--- src/rtl/pwrfail_pkg.sv ---
package pwrfail_pkg;
  typedef struct packed {
    logic wr;
    logic rd;
  } bus_req_t;
endpackage

--- src/rtl/pwr_recovery.sv ---
module pwr_recovery #(
  parameter int RECOVER_CYCLES = 1000000
) (
  input  logic clk,
  input  logic rst_n,
  input  logic vdd_ok,
  output logic prot
);
  localparam int CNT_W = $clog2(RECOVER_CYCLES + 1);
  localparam logic [CNT_W-1:0] LAST = CNT_W'(RECOVER_CYCLES - 1);

  logic [CNT_W-1:0] cnt_q;

  always_ff @(posedge clk or negedge rst_n) begin
    if (!rst_n) begin
      prot  <= 1'b1;
      cnt_q <= '0;
    end else if (!vdd_ok) begin
      prot  <= 1'b1;
      cnt_q <= '0;
    end else if (prot) begin
      if (cnt_q == LAST) prot <= 1'b0;
      else               cnt_q <= cnt_q + 1'b1;
    end
  end
endmodule

--- src/rtl/bus_decode.sv ---
module bus_decode
  import pwrfail_pkg::*;
(
  input  logic     en_n,
  input  logic     en,
  input  logic     oe_n,
  input  logic     wr_n,
  input  logic     vdd_ok,
  input  logic     prot,
  output bus_req_t req
);
  logic sel, live;

  always_comb begin
    sel    = !en_n && en;
    live   = vdd_ok && !prot;
    req.wr = sel && !wr_n && live;
    req.rd = sel && wr_n && !oe_n && live;
  end
endmodule

--- src/rtl/bus_strobes.sv ---
module bus_strobes
  import pwrfail_pkg::*;
(
  input  logic     clk,
  input  logic     rst_n,
  input  bus_req_t req,
  input  logic     vdd_ok,
  output logic     wr_active,
  output logic     wr_start,
  output logic     wr_commit,
  output logic     drive_en,
  output logic     rd_start
);
  always_ff @(posedge clk or negedge rst_n) begin
    if (!rst_n) begin
      wr_active <= 1'b0;
      wr_start  <= 1'b0;
      wr_commit <= 1'b0;
      drive_en  <= 1'b0;
      rd_start  <= 1'b0;
    end else begin
      wr_active <= req.wr;
      wr_start  <= req.wr && !wr_active;
      wr_commit <= wr_active && !req.wr && vdd_ok;
      drive_en  <= req.rd;
      rd_start  <= req.rd && !drive_en;
    end
  end
endmodule

--- src/rtl/pwrfail_bus_gate.sv ---
module pwrfail_bus_gate
  import pwrfail_pkg::*;
#(
  parameter int RECOVER_CYCLES = 1000000
) (
  input  logic clk,
  input  logic rst_n,
  input  logic en_n,
  input  logic en,
  input  logic oe_n,
  input  logic wr_n,
  input  logic vdd_ok,
  input  logic vdd_swo_ok,
  output logic wr_active,
  output logic wr_start,
  output logic wr_commit,
  output logic drive_en,
  output logic rd_start,
  output logic wr_protect,
  output logic batt_sel
);
  bus_req_t req;

  pwr_recovery #(.RECOVER_CYCLES(RECOVER_CYCLES)) u_rec (
    .clk(clk), .rst_n(rst_n), .vdd_ok(vdd_ok), .prot(wr_protect)
  );

  bus_decode u_dec (
    .en_n(en_n), .en(en), .oe_n(oe_n), .wr_n(wr_n),
    .vdd_ok(vdd_ok), .prot(wr_protect), .req(req)
  );

  bus_strobes u_stb (
    .clk(clk), .rst_n(rst_n), .req(req), .vdd_ok(vdd_ok),
    .wr_active(wr_active), .wr_start(wr_start), .wr_commit(wr_commit),
    .drive_en(drive_en), .rd_start(rd_start)
  );

  always_ff @(posedge clk or negedge rst_n) begin
    if (!rst_n) batt_sel <= 1'b1;
    else        batt_sel <= !vdd_swo_ok;
  end
endmodule

--- config.mk ---
export PLATFORM = sky130hd
export DESIGN_NAME = pwrfail_bus_gate
export DESIGN_NICKNAME = d
export VERILOG_FILES = /design/src/rtl/pwrfail_pkg.sv /design/src/rtl/pwr_recovery.sv /design/src/rtl/bus_decode.sv /design/src/rtl/bus_strobes.sv /design/src/rtl/pwrfail_bus_gate.sv
export SDC_FILE = /design/constraint.sdc
export NUM_CORES = 1
export LEC_CHECK = 0
export CAP_MARGIN = 30
export CORE_MARGIN = 4
export CORE_UTILIZATION = 40
export CTS_CLUSTER_SIZE = 10
export DETAILED_ROUTE_END_ITERATION = 10
export PLACE_DENSITY = 0.72
export SLEW_MARGIN = 25
export SYNTH_ARGS = -nofsm -noshare
export SYNTH_HDL_FRONTEND = slang
export SYNTH_SLANG_ARGS = --single-unit
--- constraint.sdc ---
create_clock -name clk -period 1.81 [get_ports clk]
set_clock_uncertainty 0.2 [all_clocks]
set_input_delay 0.2715 -clock clk [delete_from_list [all_inputs] [get_ports clk]]
set_output_delay 0.2715 -clock clk [all_outputs]
set_load 0.03 [all_outputs]
==> qor.yml, run 1 <==
status: "finished, violations left"
violations: "setup timing"
start_kind: "flip-flop"
wl_per_cell_um: 15.4
grt_pass1_vias: 1281
fmax_mhz: 548
cp_num_buf_inv: 1
dp_cells: 212
critPathLaunch: "u_rec.prot"
cp-endpoint: "u_rec.cnt_q[11]"
crit_family: "flip-flops"
grt_start_max_net_pins: 28
synth_area_leaders: "dfrtp_1 (46%), nand2_1 (4.4%), nand3_1 (4.1%), dfstp_2 (3.9%), nor2_1 (3.1%)"
r2r-start: "u_rec.prot"
min_path_type: "in -> async"
worstPathArrival_ps: 1840
initial_core_util_pct: 43.2
die_w_um: 66.1
clk_latency_ps: 320
area_growth_pct: 39.6
drt-initial-drc-count: 48
highest_layer: "met4"
drt-met1-wl_um: 1460
vias_per_cell: 5.55
portBuffers: 14
min_period_over_period_pct: 101
yosysTopAreaCell: "dfrtp_1"
switching_share_pct: 24.7
syn-num-nets: 149
hold_viol_final: 0
rsz0062_at_grt: "yes"
place_area_sq_um: 1680
numCtsBuffers: 3
cts_sinks: 27
drv_cap: 0
grt-ovfl-total: 0
setup.worst_path.end_class: "flip-flop"
design_area_sq_um: 1880
syn-cell-area_sq_um: 1350
cts_buffer_depth: 2
antenna_left: 0
cp.depth: 5
drive_gt1_share_pct: 35.0
nets: 190
vias: 1244
r2r-end: "u_rec.cnt_q[11]"
antennaDiodeCount: 0
grt_pass1_wl_um: 5650
pwr-share-seq_pct: 63.7
synth_top_cell_area_share_pct: 46.3
p_sw_mw: 0.250
power_density_nw_per_um2: 537
synth_top_flop_cell: "dfrtp_1"
worstPathRequired_ps: 1830
crit_type: "reg -> reg"
vdd_ir_drop_max_v: 0.000277
place.gp.congestion: 0.925
die_y_um: 66.1
crit_fanout: 5
ys_seq_area_share_pct: 50.2
layout_common_cells: "buf_4 (25), dfrtp_1 (21), nand2_1 (16), nor2_1 (11), clkdlybuf4s50_1 (7)"
coreArea_sq_um: 3130
synth_cell_types: 36
p_int_mw: 0.763
slew_violations: 0
async_flop_share_pct: 100
drc: 0
dp_slack_ps: -105
setup-tns-final_ps: -16.3
dp_hpwl_um: 2270
avgSynthCellArea_sq_um: 9.64
synth_edf_count: 0
ff2ff_setup_slack_ps: -20
period_needed_ps: 1830
comb_power_share_pct: 10.5
met3_length_um: 161
drt-pass1-iter-count: 4
htreeDepth: 1
grt_use_total_pct: 16.6
layout_commonest_cell: "buf_4"
cp_cell_sequence: "and3_4, nand3_4, buf_4, o31ai_2, a21oi_2"
stdcell_count: 224
yosysWarnings: 0
finalSetupViolations: 1
rows: 20
n_fill_cell: 288
dieArea_sq_um: 4370
slew_headroom_pct: 71.3
r2r_cells: 5
clk_pin_slew_worst_paths_ps: 140
crit_slowest_cell: "dfstp_2"
syn_inst: 140
setup_ws_ps: -16.3
cts_tree: "yes"
drt-total-wl_um: 3450
cts_root_buffer: "clkbuf_4"
ys_ff_latch: 27
p_total_mw: 1.01
critPathMaxStageDelay_ps: 600
tightest_slew_ps: 430
p_clk_share_pct: 25.8
power_leakage_nw: 0.813
wl_met2_um: 1790
antenna_found_initial: 0
io_pins: 15
-- stage by stage --
step,util (%),hold slack (ps)
after floorplan,-,-224
after global placement,53.8,215
after detailed placement,53.8,237
after CTS,55.4,105
after global routing,60.2,125
final,60.2,92.6
-- worst min-delay path by stage --
stage	to	slack, ps	depth (start not counted)
4_1_cts	u_stb.rd_start	100	2
6_report	u_stb.wr_commit	90	2
3_5_place_dp	u_stb.rd_start	240	1
5_1_grt	u_stb.wr_commit	120	2
2_1_floorplan	u_rec.cnt_q[0]	-220	0
3_3_place_gp	u_stb.rd_start	220	1
-- power groups by stage --
stage,combinational (mW),sequential (mW),clock (mW)
5_1_grt,0.120,0.650,0.299
2_1_floorplan,0.0382,0.654,0
3_3_place_gp,0.0938,0.651,0
3_5_place_dp,0.0988,0.652,0
4_1_cts,0.0989,0.641,0.269
6_report,0.106,0.645,0.261
-- sequential cells by signal (all words and copies together) (netlist names) --
register,count
u_rec.cnt_q,20
u_stb.drive_en,1
u_stb.wr_commit,1
u_rec.prot,1
batt_sel,1
u_stb.wr_start,1
u_stb.wr_active,1
u_stb.rd_start,1
-- what timing repair did --
item,4_1_cts,5_1_grt
gates cloned,0,1
buffers inserted,2,5
resized for setup,12,29
hold buffers,0,0
pin swaps,4,4
setup endpoints to repair,17,21
-- worst reg2reg max path, delay by kind of cell, from the launching register on --
kind	cells	cell delay, ps
flip-flops	1	600
AND/OR/NAND/NOR	2	360
AO/OA/AOI/OAI	2	360
buffers and inverters	1	190
-- logic make-up (layout without fill, tap and decap cells) --
| logic type | Yosys count | in the layout | synth area share (%) |
|---|---|---|---|
| mux | 3 | 3 | 2.22 |
| simple gates | 73 | 74 | 29.9 |
| compound gates | 22 | 22 | 10.5 |
| buf+inv | 8 | 47 | 2.32 |
| fa+ha+maj | 1 | 1 | 0.927 |
| flops | 27 | 27 | 50.2 |
| xor+xnor | 6 | 6 | 3.89 |
-- Yosys cell counts, types with 2 or more instances --
master    number
a21oi_1        6
a31oi_1        5
and2_1         2
and3_1         4
and4_1         2
clkbuf_1       3
dfrtp_1       25
dfstp_2        2
inv_1          4
mux2i_1        3
nand2_1       16
nand2b_1       3
nand3_1       11
nand4_1        4
nor2_1        11
nor2b_1        2
nor3_1         3
nor4b_1        2
o21ai_0        3
o31ai_1        5
or4_1          5
xnor2_1        4
xor2_1         2
-- layout make-up --
type	count	area [sq um]	area share, %
multi-input cells	106	786	41.7
flip-flops and latches	27	683	36.3
repair buffers	39	319	16.9
well taps	44	55.1	2.92
clock buffers	4	26.3	1.39
inverters	4	15.0	0.797
-- per-layer routing --
metal | vias to the layer above | GRT usage, %
met5 | - | 0
met4 | 0 | 4.57
met1 | 614 | 20.3
met2 | 32 | 29.4
li1 | 592 | -
met3 | 6 | 3.06
Power figures use the tool's default switching activity.
==> run 2, diff against run 1 <==
- SYNTH_HIERARCHICAL: default -> 1
==> run 2 against run 1 <==
Effect of this change: utilization rose by 0.39 points; the run still ends with setup timing left; non-clock buffer count rose by 12; final cell count rose by 4.5%; critical path depth rose by 1; highest routed layer unchanged; total power rose by 25%; first-iteration DRC count rose by 110%; critical endpoint is now u_rec/cnt_q[1]; area after synthesis rose by 8.3%; sequential power barely moved; worst setup slack got worse by 280 ps; global-route usage rose by 1.8 points; register-to-register slack got worse by 280 ps; via count rose by 4.8%.
==> qor.yml, run 2 <==
vdd_ir_drop_max_v: 0.000600
status: "finished, violations left"
die_w_um: 68.5
synth_most_common_cell: "dfrtp_1"
vias: 1304
p_int_mw: 0.910
clk_pin_slew_worst_paths_ps: 90
setup_ws_ps: -301
synth_commonest_cells: "dfrtp_1 (25), nand2_1 (13), a21oi_1 (10)"
drc: 0
crit_type: "reg -> reg"
largest-register: "u_rec/cnt_q"
pwr-share-seq_pct: 50.8
r2r-end: "u_rec/cnt_q[1]"
worstPathArrival_ps: 2100
cp.depth: 6
p_sw_mw: 0.358
io_pins: 15
hold_viol_final: 0
drt-total-wl_um: 3930
async_flop_share_pct: 100
syn-num-nets: 151
setup-tns-final_ps: -4260
rsz0062_at_grt: "yes"
p_clk_share_pct: 27.8
coreArea_sq_um: 3440
dp_cells: 217
period_needed_ps: 2110
violations: "setup timing"
syn-cell-area_sq_um: 1460
rows: 21
r2r_cells: 6
grt_start_max_net_pins: 28
ys_seq_area_share_pct: 46.4
nets: 198
critPathMaxStageDelay_ps: 550
drv_cap: 0
stdcell_count: 234
slew_violations: 0
numCtsBuffers: 3
ys_ff_latch: 27
portBuffers: 14
dp_slack_ps: -296
synth_area_leaders: "dfrtp_1 (43%), mux2i_1 (4.1%), dfstp_2 (3.6%), a21oi_1 (3.4%), nand2_1 (3.3%)"
worstPathRequired_ps: 1800
crit_family: "simple AND/OR/NAND/NOR gates"
switching_share_pct: 28.2
finalSetupViolations: 18
place.gp.congestion: 0.885
grt_pass1_vias: 1329
layout_commonest_cell: "buf_4"
comb_power_share_pct: 21.4
antenna_found_initial: 0
area_growth_pct: 42.7
power_density_nw_per_um2: 608
grt_pass1_wl_um: 6250
yosysTopAreaCell: "dfrtp_1"
htreeDepth: 1
initial_core_util_pct: 42.5
yosysWarnings: 6
antennaDiodeCount: 0
cp-endpoint: "u_rec/cnt_q[1]"
cp_cell_sequence: "or4b_4, nor4_4, buf_6, buf_12, nand2_8, o311ai_2"
grt_use_total_pct: 18.3
min_period_over_period_pct: 117
drive_gt1_share_pct: 37.2
cts_tree: "yes"
crit_slowest_cell: "or4b_4"
drt-pass1-iter-count: 4
wl_per_cell_um: 16.8
die_y_um: 68.5
dp_hpwl_um: 2430
vias_per_cell: 5.57
crit_fanout: 6
cp_num_buf_inv: 2
grt-ovfl-total: 0
largest_reg_flops: 20
critPathLaunch: "u_rec/cnt_q[11]"
dieArea_sq_um: 4690
cts_root_buffer: "clkbuf_8"
avgSynthCellArea_sq_um: 10.3
min_path_type: "in -> async"
syn_inst: 142
power_leakage_nw: 0.872
cts_buffer_depth: 2
synth_top_cell_area_share_pct: 42.8
start_kind: "flip-flop"
slew_headroom_pct: 76.4
synth_edf_count: 0
clk_latency_ps: 280
layout_common_cells: "buf_4 (33), dfrtp_1 (25), clkdlybuf4s50_1 (10), nand2_1 (10), nand3_1 (7)"
cts_sinks: 27
r2r-start: "u_rec/cnt_q[11]"
drt-initial-drc-count: 99
ff2ff_setup_slack_ps: -300
setup.worst_path.end_class: "flip-flop"
synth_cell_types: 45
synth_top_flop_cell: "dfrtp_1"
n_fill_cell: 291
fmax_mhz: 474
tightest_slew_ps: 353
antenna_left: 0
-- run 2: final cells by class --
cell class,instances,area [sq um],share of cell area [%]
Tap cell,46,57.6,2.76
Clock buffer,4,45.0,2.16
Timing Repair Buffer,51,449,21.5
Sequential cell,27,678,32.5
Multi-Input combinational cell,103,846,40.5
Inverter,3,11.3,0.540
-- run 2: power by group through the flow --
stage	Sequential (mW)	Clock, mW	Combinational, mW
after global placement	0.652	0	0.219
after detailed placement	0.656	0	0.230
after global routing	0.648	0.387	0.289
after floorplan	0.660	0	0.142
final	0.645	0.353	0.271
after CTS	0.644	0.360	0.233
-- run 2: how the worst min path moves through the flow --
stage,startpoint,endpoint,slack [ps],depth (start not counted)
global route,rst_n,u_rec/cnt_q[8],180,2
CTS,rst_n,u_rec/cnt_q[12],180,2
global placement,u_stb/drive_en,u_stb/rd_start,210,1
detailed placement,u_stb/drive_en,u_stb/rd_start,220,1
finish,rst_n,u_rec/cnt_q[6],160,2
floorplan,rst_n,u_rec/cnt_q[0],-220,0
-- run 2: kinds of logic (layout without fill, tap and decap cells) --
logic type / after synthesis / count (layout) / synth area share, %
AOI/OAI and AO/OA: 35 / 35 / 16.3
adders and majority gates: 1 / 1 / 0.855
buffers and inverters: 12 / 58 / 4.70
DFF: 27 / 27 / 46.4
muxes: 6 / 6 / 4.11
and+or+nand+nor: 61 / 61 / 27.7
-- run 2: repair_timing --
item / CTS / global route
buffers inserted: 3 / 10
gates resized for setup: 14 / 19
endpoints found under the hold margin: 0 / 0
hold buffers: 0 / 0
cloned: 3 / 0
endpoints found under the setup margin: 23 / 23
pin swaps: 11 / 8
-- run 2: metrics by stage --
stage	utilization, %	power [mW]	hold slack (ps)	cell area [sq um]
after floorplan	-	0.802	-224	1480
after global placement	52.4	0.872	213	1800
after detailed placement	52.4	0.886	221	1800
after CTS	57.8	1.24	179	1990
after global routing	60.6	1.32	178	2090
final	60.6	1.27	158	2090
-- run 2: routing by layer --
metal / vias to the layer above / part of all wire (%) / global-route usage (%) / wire [um]
met5: - / 0 / 0 / 0
met4: 0 / 1.8 / 7.44 / 69
li1: 626 / - / - / -
met3: 8 / 3.6 / 4.27 / 140
met1: 639 / 43 / 22.6 / 1670
met2: 31 / 52 / 30.6 / 2050
==> run 3, diff against run 2 <==
--- a/config.mk
+++ b/config.mk
@@ -9,5 +9,5 @@
 export CORE_MARGIN = 4
 export CORE_UTILIZATION = 40
-export CTS_CLUSTER_SIZE = 10
+export CTS_CLUSTER_SIZE = 28
 export DETAILED_ROUTE_END_ITERATION = 10
 export PLACE_DENSITY = 0.72
==> constraint.sdc (replaced) <==
create_clock -name clk -period 1.81 [get_ports clk]
set_clock_uncertainty 0.2 [all_clocks]
set_input_delay 0.362 -clock clk [delete_from_list [all_inputs] [get_ports clk]]
set_output_delay 0.362 -clock clk [all_outputs]
set_load 0.03 [all_outputs]
==> run 3 against run 2 <==
Effect of this change: the flow still finishes with violations (setup timing); wire length down 5.4%; sequential power about the same; non-clock buffer count is 4 higher; maximum frequency down 1.1%; critical path depth did not move; register-to-register slack lost 20 ps; via count up 0.46%; critical path type unchanged.
==> qor.yml, run 3 (synthesized netlist as in run 2, its figures left out) <==
status: "finished, violations left"
violations: "setup timing"
min_period_over_period_pct: 118
power_density_nw_per_um2: 622
setup-tns-final_ps: -4940
grt_use_total_pct: 15.6
drv_cap: 0
rsz0062_at_grt: "yes"
min_path_type: "reg -> reg"
die_w_um: 68.5
portBuffers: 14
vdd_ir_drop_max_v: 0.000475
fmax_mhz: 468
clk_latency_ps: 270
finalSetupViolations: 19
vias_per_cell: 5.50
cts_root_buffer: "clkbuf_8"
worstPathRequired_ps: 1760
cts_sinks: 27
crit_type: "reg -> reg"
hold_viol_final: 0
period_needed_ps: 2130
grt_pass1_wl_um: 5510
drt-total-wl_um: 3720
met3_length_um: 106
io_pins: 15
place_area_sq_um: 1850
initial_core_util_pct: 42.5
r2r-end: "u_rec/cnt_q[8]"
largest_reg_flops: 20
r2r-start: "u_rec/cnt_q[7]"
r2r_cells: 6
vias: 1310
layout_commonest_cell: "buf_4"
drt-initial-drc-count: 80
crit_slowest_cell: "or4_4"
crit_fanout: 5
worstPathArrival_ps: 2090
antennaDiodeCount: 0
htreeDepth: 1
cts_tree: "yes"
place.gp.congestion: 0.865
dieArea_sq_um: 4690
slew_headroom_pct: 72.5
drt-pass1-iter-count: 6
layout_common_cells: "buf_4 (34), dfrtp_1 (25), nand2_1 (11), clkdlybuf4s50_1 (7)"
grt-ovfl-total: 0
drive_gt1_share_pct: 35.9
highest_layer: "met4"
min_path_cells: 1
tightest_slew_ps: 412
cts_buffer_depth: 2
setup_ws_ps: -325
cp-endpoint: "u_rec/cnt_q[8]"
drc: 0
antenna_found_initial: 0
critPathMaxStageDelay_ps: 550
power_leakage_nw: 0.881
ff2ff_setup_slack_ps: -320
antenna_left: 0
rows: 21
area_growth_pct: 41.1
drt-met1-wl_um: 1530
grt_pass1_vias: 1235
die_y_um: 68.5
grt_start_max_net_pins: 28
setup.worst_path.end_class: "flip-flop"
design_area_sq_um: 2060
wl_per_cell_um: 15.6
cp_cell_sequence: "or4_4, nor4_4, buf_4, clkbuf_16, or4_1, a21oi_2"
numCtsBuffers: 3
critPathLaunch: "u_rec/cnt_q[7]"
nets: 202
largest-register: "u_rec/cnt_q"
clk_pin_slew_worst_paths_ps: 90
start_kind: "flip-flop"
coreArea_sq_um: 3440
slew_violations: 0
p_total_mw: 1.28
dp_hpwl_um: 2490
wl_met2_um: 2050
run 3: area by class of cell:
type | count | area, sq um
Sequential cell | 27 | 678
Timing Repair Buffer | 55 | 490
Multi-Input combinational cell | 103 | 782
Fill cell | 286 | 1380
Clock buffer | 4 | 45.0
Tap cell | 46 | 57.6
Inverter | 3 | 11.3
run 3: through the flow:
| step | setup WS (ps) | util, % | hold slack [ps] | cells |
|---|---|---|---|---|
| after detailed placement | -297 | 53.6 | 226 | 223 |
| final | -325 | 60.0 | 226 | 238 |
| after floorplan | -251 | - | -134 | 142 |
| after global placement | -254 | 53.6 | 214 | 223 |
| after CTS | -316 | 55.6 | 234 | 229 |
| after global routing | -382 | 60.0 | 249 | 238 |
run 3: timing repair:
item | CTS | global route
endpoints found under the setup margin | 26 | 22
buffers inserted | 2 | 10
pin swaps | 2 | 12
hold buffers | 0 | 0
gates resized for setup | 9 | 15
cloned | 0 | 2
run 3: worst min-delay path by stage:
stage                   startpoint             end  slack, ps
floorplan                    rst_n  u_rec/cnt_q[0]       -130
global placement    u_stb/drive_en  u_stb/rd_start        210
detailed placement  u_stb/drive_en  u_stb/rd_start        230
CTS                 u_stb/drive_en  u_stb/rd_start        230
global route        u_stb/drive_en  u_stb/rd_start        250
finish              u_stb/drive_en  u_stb/rd_start        230
run 3: routing by layer:
layer	track usage [%]	vias to the layer above
met5	0	-
met4	5.21	0
met3	1.48	4
met2	29.3	21
met1	18.2	651
li1	-	634
run 3: worst max-delay path: cells and delay by family, from the launching register on:
kind | cells | cell delay [ps]
simple gates | 3 | 1030
flops | 1 | 390
buf+inv | 2 | 340
compound gates | 1 | 60
run 3: power by group:
group          switching [mW]  total, mW  internal [mW]
clock                   0.181      0.339          0.158
combinational           0.149      0.303          0.154
sequential             0.0151      0.642          0.627
